--- src/rtl/bus_defer_unit.sv ---
module bus_defer_unit #(
  parameter int AW = 24,
  parameter int DW = 8,
  parameter int LW = 16,
  parameter int SW = 8
) (
  input  logic          clk,
  input  logic          rst_n,
  input  logic          start_i,
  input  logic          start_write_i,
  input  logic [AW-1:0] start_addr_i,
  input  logic [LW-1:0] start_lat_i,
  input  logic          step_i,
  input  logic [SW-1:0] step_clks_i,
  input  logic          mdr_wr_i,
  input  logic [DW-1:0] mdr_wdata_i,
  input  logic          fill_active_i,
  input  logic          dma_active_i,
  input  logic [DW-1:0] bus_rdata_i,
  output logic          bus_rd_o,
  output logic          bus_wr_o,
  output logic [AW-1:0] bus_addr_o,
  output logic [DW-1:0] bus_wdata_o,
  output logic [DW-1:0] mdr_o,
  output logic          pending_o,
  output logic          busy_o,
  output logic          err_o
);
  localparam int PADW = LW - SW;

  logic          pend_q, dir_q, err_q;
  logic [AW-1:0] addr_q;
  logic [LW-1:0] cnt_q;
  logic [DW-1:0] mdr_q;
  logic [LW-1:0] step_ext;
  logic          finish;

  assign step_ext = {{PADW{1'b0}}, step_clks_i};
  assign finish   = pend_q & step_i & (cnt_q <= step_ext);

  assign bus_rd_o    = finish & ~dir_q;
  assign bus_wr_o    = finish &  dir_q;
  assign bus_addr_o  = addr_q;
  assign bus_wdata_o = mdr_q;
  assign mdr_o       = mdr_q;
  assign pending_o   = pend_q;
  assign err_o       = err_q;
  assign busy_o      = fill_active_i | dma_active_i | (cnt_q != '0);

  always_ff @(posedge clk) begin
    if (!rst_n) begin
      pend_q <= 1'b0;
      dir_q  <= 1'b0;
      err_q  <= 1'b0;
      addr_q <= '0;
      cnt_q  <= '0;
    end else begin
      err_q <= start_i & pend_q;
      if (!pend_q) begin
        if (start_i) begin
          pend_q <= 1'b1;
          dir_q  <= start_write_i;
          addr_q <= start_addr_i;
          cnt_q  <= start_lat_i;
        end
      end else if (step_i) begin
        if (finish) begin
          pend_q <= 1'b0;
          cnt_q  <= '0;
        end else begin
          cnt_q <= cnt_q - step_ext;
        end
      end
    end
  end

  always_ff @(posedge clk) begin
    if (!rst_n)
      mdr_q <= '0;
    else if (bus_rd_o)
      mdr_q <= bus_rdata_i;
    else if (mdr_wr_i)
      mdr_q <= mdr_wdata_i;
  end
endmodule

--- config.mk ---
export PLATFORM = sky130hd
export DESIGN_NAME = bus_defer_unit
export DESIGN_NICKNAME = d
export VERILOG_FILES = /design/src/rtl/bus_defer_unit.sv
export SDC_FILE = /design/constraint.sdc
export NUM_CORES = 1
export LEC_CHECK = 0
export BUFFER_PORTS_ARGS = -buffer_cell sky130_fd_sc_hd__buf_2
export CAP_MARGIN = 0
export CORE_UTILIZATION = 45
export DETAILED_ROUTE_END_ITERATION = 10
export PLACE_DENSITY_LB_ADDON = 0.05
export SLEW_MARGIN = 20
export SYNTH_ARGS = -nofsm -noshare
export SYNTH_HDL_FRONTEND = slang
export SYNTH_SLANG_ARGS = --single-unit
--- constraint.sdc ---
create_clock -name clk -period 8.3 [get_ports clk]
set_clock_uncertainty 0.15 [all_clocks]
set_input_delay 1.66 -clock clk [delete_from_list [all_inputs] [get_ports clk]]
set_output_delay 1.66 -clock clk [all_outputs]
set_load 0.01 [all_outputs]
# Word level (Yosys, flattened, before mapping)
# Cells that the tools add are included.
# Widths: inputs -> output; s select.
# totals
out_inout_bits,45
regBits,51
word_cells,33
# op_classes
n_mux,10
n_lt_le_gt_ge,1
n_eq_ne,1
n_bitwise,9
n_addsub,1
n_reduce_logical,5
# ops
cell,n
$mux 16,4
$le 16x8->1,1
$mux 8,2
$reduce_bool 16->1,1
$sub 16x8->16,1
$and 1x1->1,5
$mux 1,4
$reduce_and 2->1,2
$reduce_bool 2->1,2
$ne 2x2->1 const B,1
$not 1->1,2
$or 1x1->1,2

# Logic depth before layout (Yosys ltp)
# logic_depth
ltp_word,5
mapped_depth,11

# Worst setup path after synthesis
# OpenSTA, ideal clock, no wires.
# synth_path
kind,input-to-output
from,in step_clks_i[0]
to,out bus_rd_o
slack_ns,3.157
path_buffers,1
cell_stages,9
t_arrival_ns,3.333
required_time_ns,6.490
path_cell_list,ha_1 -> inv_1 -> fa_1 -> nand3_1 -> a21oi_1 -> nor3_1 -> o211ai_2 -> buf_2 -> inv_1
# synth_via
elab_chain_len,3
# synth_lines
element,line,text
from (decl),14,"input logic [SW-1:0] step_clks_i,"
$le 16x8->1,39,assign finish = pend_q & step_i & (cnt_q <= step_ext);
$and 1x1->1,39,
$and 1x1->1,41,assign bus_rd_o = finish & ~dir_q;
to (decl),20,"output logic bus_rd_o,"
# No other way between the ends.

# Worst setup path after layout
# Same ends and word-level chain as after synthesis.

==> flow_metrics.tcl <==
set metrics [dict create \
    syn_inst 337 \
    async_flop_share 0 \
    cap_violations 0 \
    max_slew.worst_pin.slew_ps 793 \
    initial_core_util 0.480 \
    synth-edff-count 0 \
    finalMaxSlewViolations 0 \
    grt_max_degree 52 \
    wl_per_cell_um 13.0 \
    slew_headroom 0.471 \
    avgViaCountPerCell 5.29 \
    synth_seq_cells 51 \
    placed_cells 502 \
    status "completed" \
    cp-start-kind "input pin" \
    netlist_area_mm2 0.00272 \
    first_global_vias 2349 \
    cts_buffers 5 \
    setup_viol 0 \
    ys.flop_type "dfxtp_1" \
    synth_area_leaders "dfxtp_1 37%, nand2_1 9.5%, a21boi_0 8.0%" \
    r2r_slack_ps 5520 \
    core_mm2 0.00568 \
    grt.total_usage 0.210 \
    grt_use_met1 0.277 \
    drt_pass1_iterations 4 \
    hold_ws_ps 315 \
    drc 0 \
    yosysTopAreaCell "dfxtp_1" \
    dieHeight_um 79.8 \
    r2r_end "cnt_q[10]$_SDFFE_PN0P_" \
    pin_count 117 \
    path_max_fanout 17 \
    grt_pass1_wl_um 10600 \
    hpwl_um 4760 \
    yosys_warnings 0 \
    whs_path_depth 2 \
    cts_tree "built" \
    period_needed_ps 5550 \
    clk_path_buf_depth 2 \
    fill_cells 564 \
    path_class "input pin to primary output" \
    whs_endpoint "bus_addr_o[23]$_SDFFE_PN0P_" \
    area_growth_pct 23.7 \
    rsz0062_at_grt "false" \
    r2r-start "cnt_q[0]$_SDFFE_PN0P_" \
    timing.final.crit_share 0.669 \
    clkTransAtPathRegs_ps 90 \
    post_cts_buffers 0 \
    final_cells 509 \
    synth.most_common_cell "nand2_1" \
    die_w_um 79.8 \
    port-buffer-count 116 \
    yosysSeqAreaShare 0.375 \
    hold_start "bus_addr_o[23]$_SDFFE_PN0P_" \
    endpoint_kind "primary output" \
    worst_r2r_path_depth 11 \
    grt_use_met2 0.344 \
    multi_input_area_mm2 0.00153 \
    ir_drop_v 0.0000851 \
    grt.busiest_layer "met2" \
    htreeDepth 2 \
    synth.distinct_cells 49 \
    place_congestion 0.848 \
    clockRootBuffer "clkbuf_8" \
    hold_path.class "register to register" \
    synth_common_cells "69 x nand2_1, 51 x dfxtp_1, 34 x o21ai_0" \
    p_leak_nw 1.67 \
    power.density_mw_per_mm2 179 \
    fin_nets 518 \
    num_antenna_cells 0 \
    hold_buffers 0 \
    grt-ovfl-total 0 \
    vias 2693 \
    clk_latency_ps 290 \
    drive_gt1_frac 0.304 \
    routed_wl_um 6620 \
    drt_iter0_drc 105 \
    seqCellArea_mm2 0.00102 \
    fp-row-count 27 \
    max_freq_mhz 180 \
    cts_resized 0 \
    avgSynthCellArea_um2 8.08 \
    total_power_mw 0.604 \
    hold_viol 0 \
    grt_util_met3 0.0514 \
    clock_sinks 51 \
    antenna_found_initial 0 \
    netlist.area_leader.share 0.375 \
    critPathArrivalTime_ps 3740 \
    dieArea_mm2 0.00637 \
    syn-num-nets 418 \
    tns_ps 0 \
    required_ps 6490 \
    ant_nets 0 \
    startpoint "step_clks_i[0]" \
]
## registers in the layout, indices dropped and copies added (netlist names)
| name | cells |
|---|---|
| bus_addr_o | 24 |
| bus_wdata_o | 8 |
| cnt_q | 16 |
| dir_q | 1 |
| err_o | 1 |
| pending_o | 1 |
## routing by layer
metal / vias to the layer above / wire length (um)
li1: 1369 / -
met1: 1223 / 3100
met2: 97 / 3040
met3: 4 / 430
met4: 0 / 47
met5: - / 0
## worst max path at each step
stage	to	slack, ps	depth (start not counted)
after floorplan	bus_rd_o	3160	9
after global placement	bus_rd_o	2820	10
after detailed placement	bus_rd_o	2740	10
after CTS	bus_rd_o	2740	10
after global routing	bus_rd_o	2540	10
final	bus_rd_o	2750	10
## report_power, final
part           total [mW]  switching, mW  internal [mW]
Clock               0.136         0.0787         0.0578
Combinational       0.180         0.0993         0.0810
Sequential          0.287         0.0193          0.268
Total               0.604          0.197          0.406
## placed cells by master (no fill, tap or decap), types with 2 or more instances in the layout
cell	instances
o21a_1	4
xor2_1	2
nand2b_1	3
clkbuf_8	5
a21boi_0	29
nand2_1	69
dfxtp_1	51
nand4_1	4
nor3b_1	2
buf_4	2
or4_1	2
nand3_1	2
nor3_1	7
mux2i_1	9
xnor2_1	3
nor2_1	12
a211oi_1	3
and3_1	2
a21oi_1	18
o21ai_0	34
ha_1	8
nand3b_1	2
inv_1	14
o211ai_1	2
o211a_1	8
buf_2	116
## worst max-delay path, cell delays in order
cell and delay, ps:
buf_2 80, ha_1 150, inv_1 50, fa_1 400, nand3_1 130, a21oi_1 120
nor3_1 510, o211ai_2 400, inv_1 110, buf_2 130
## cells by family after synthesis
group / Yosys count / synth area share
fa+ha+maj: 9 / 0.0441
compound gates: 110 / 0.269
flops: 51 / 0.375
mux: 9 / 0.0331
simple gates: 114 / 0.197
xor+xnor: 5 / 0.0161
buf+inv: 39 / 0.0666
## layout make-up
cell class / count / area share
tap: 72 / 0.0267
inverter: 14 / 0.0156
clock inverter: 2 / 0.00408
multi-input combinational: 247 / 0.454
timing repair buffer: 118 / 0.177
sequential: 51 / 0.303
clock buffer: 5 / 0.0204
## metrics by stage
step | instance area, um^2 | setup WS, ps | util
floorplan | 2720 | 3160 | -
global placement | 3280 | 2820 | 0.578
detailed placement | 3280 | 2740 | 0.578
CTS | 3370 | 2740 | 0.593
global route | 3370 | 2540 | 0.594
finish | 3370 | 2750 | 0.594
Power figures use the tool's default switching activity.
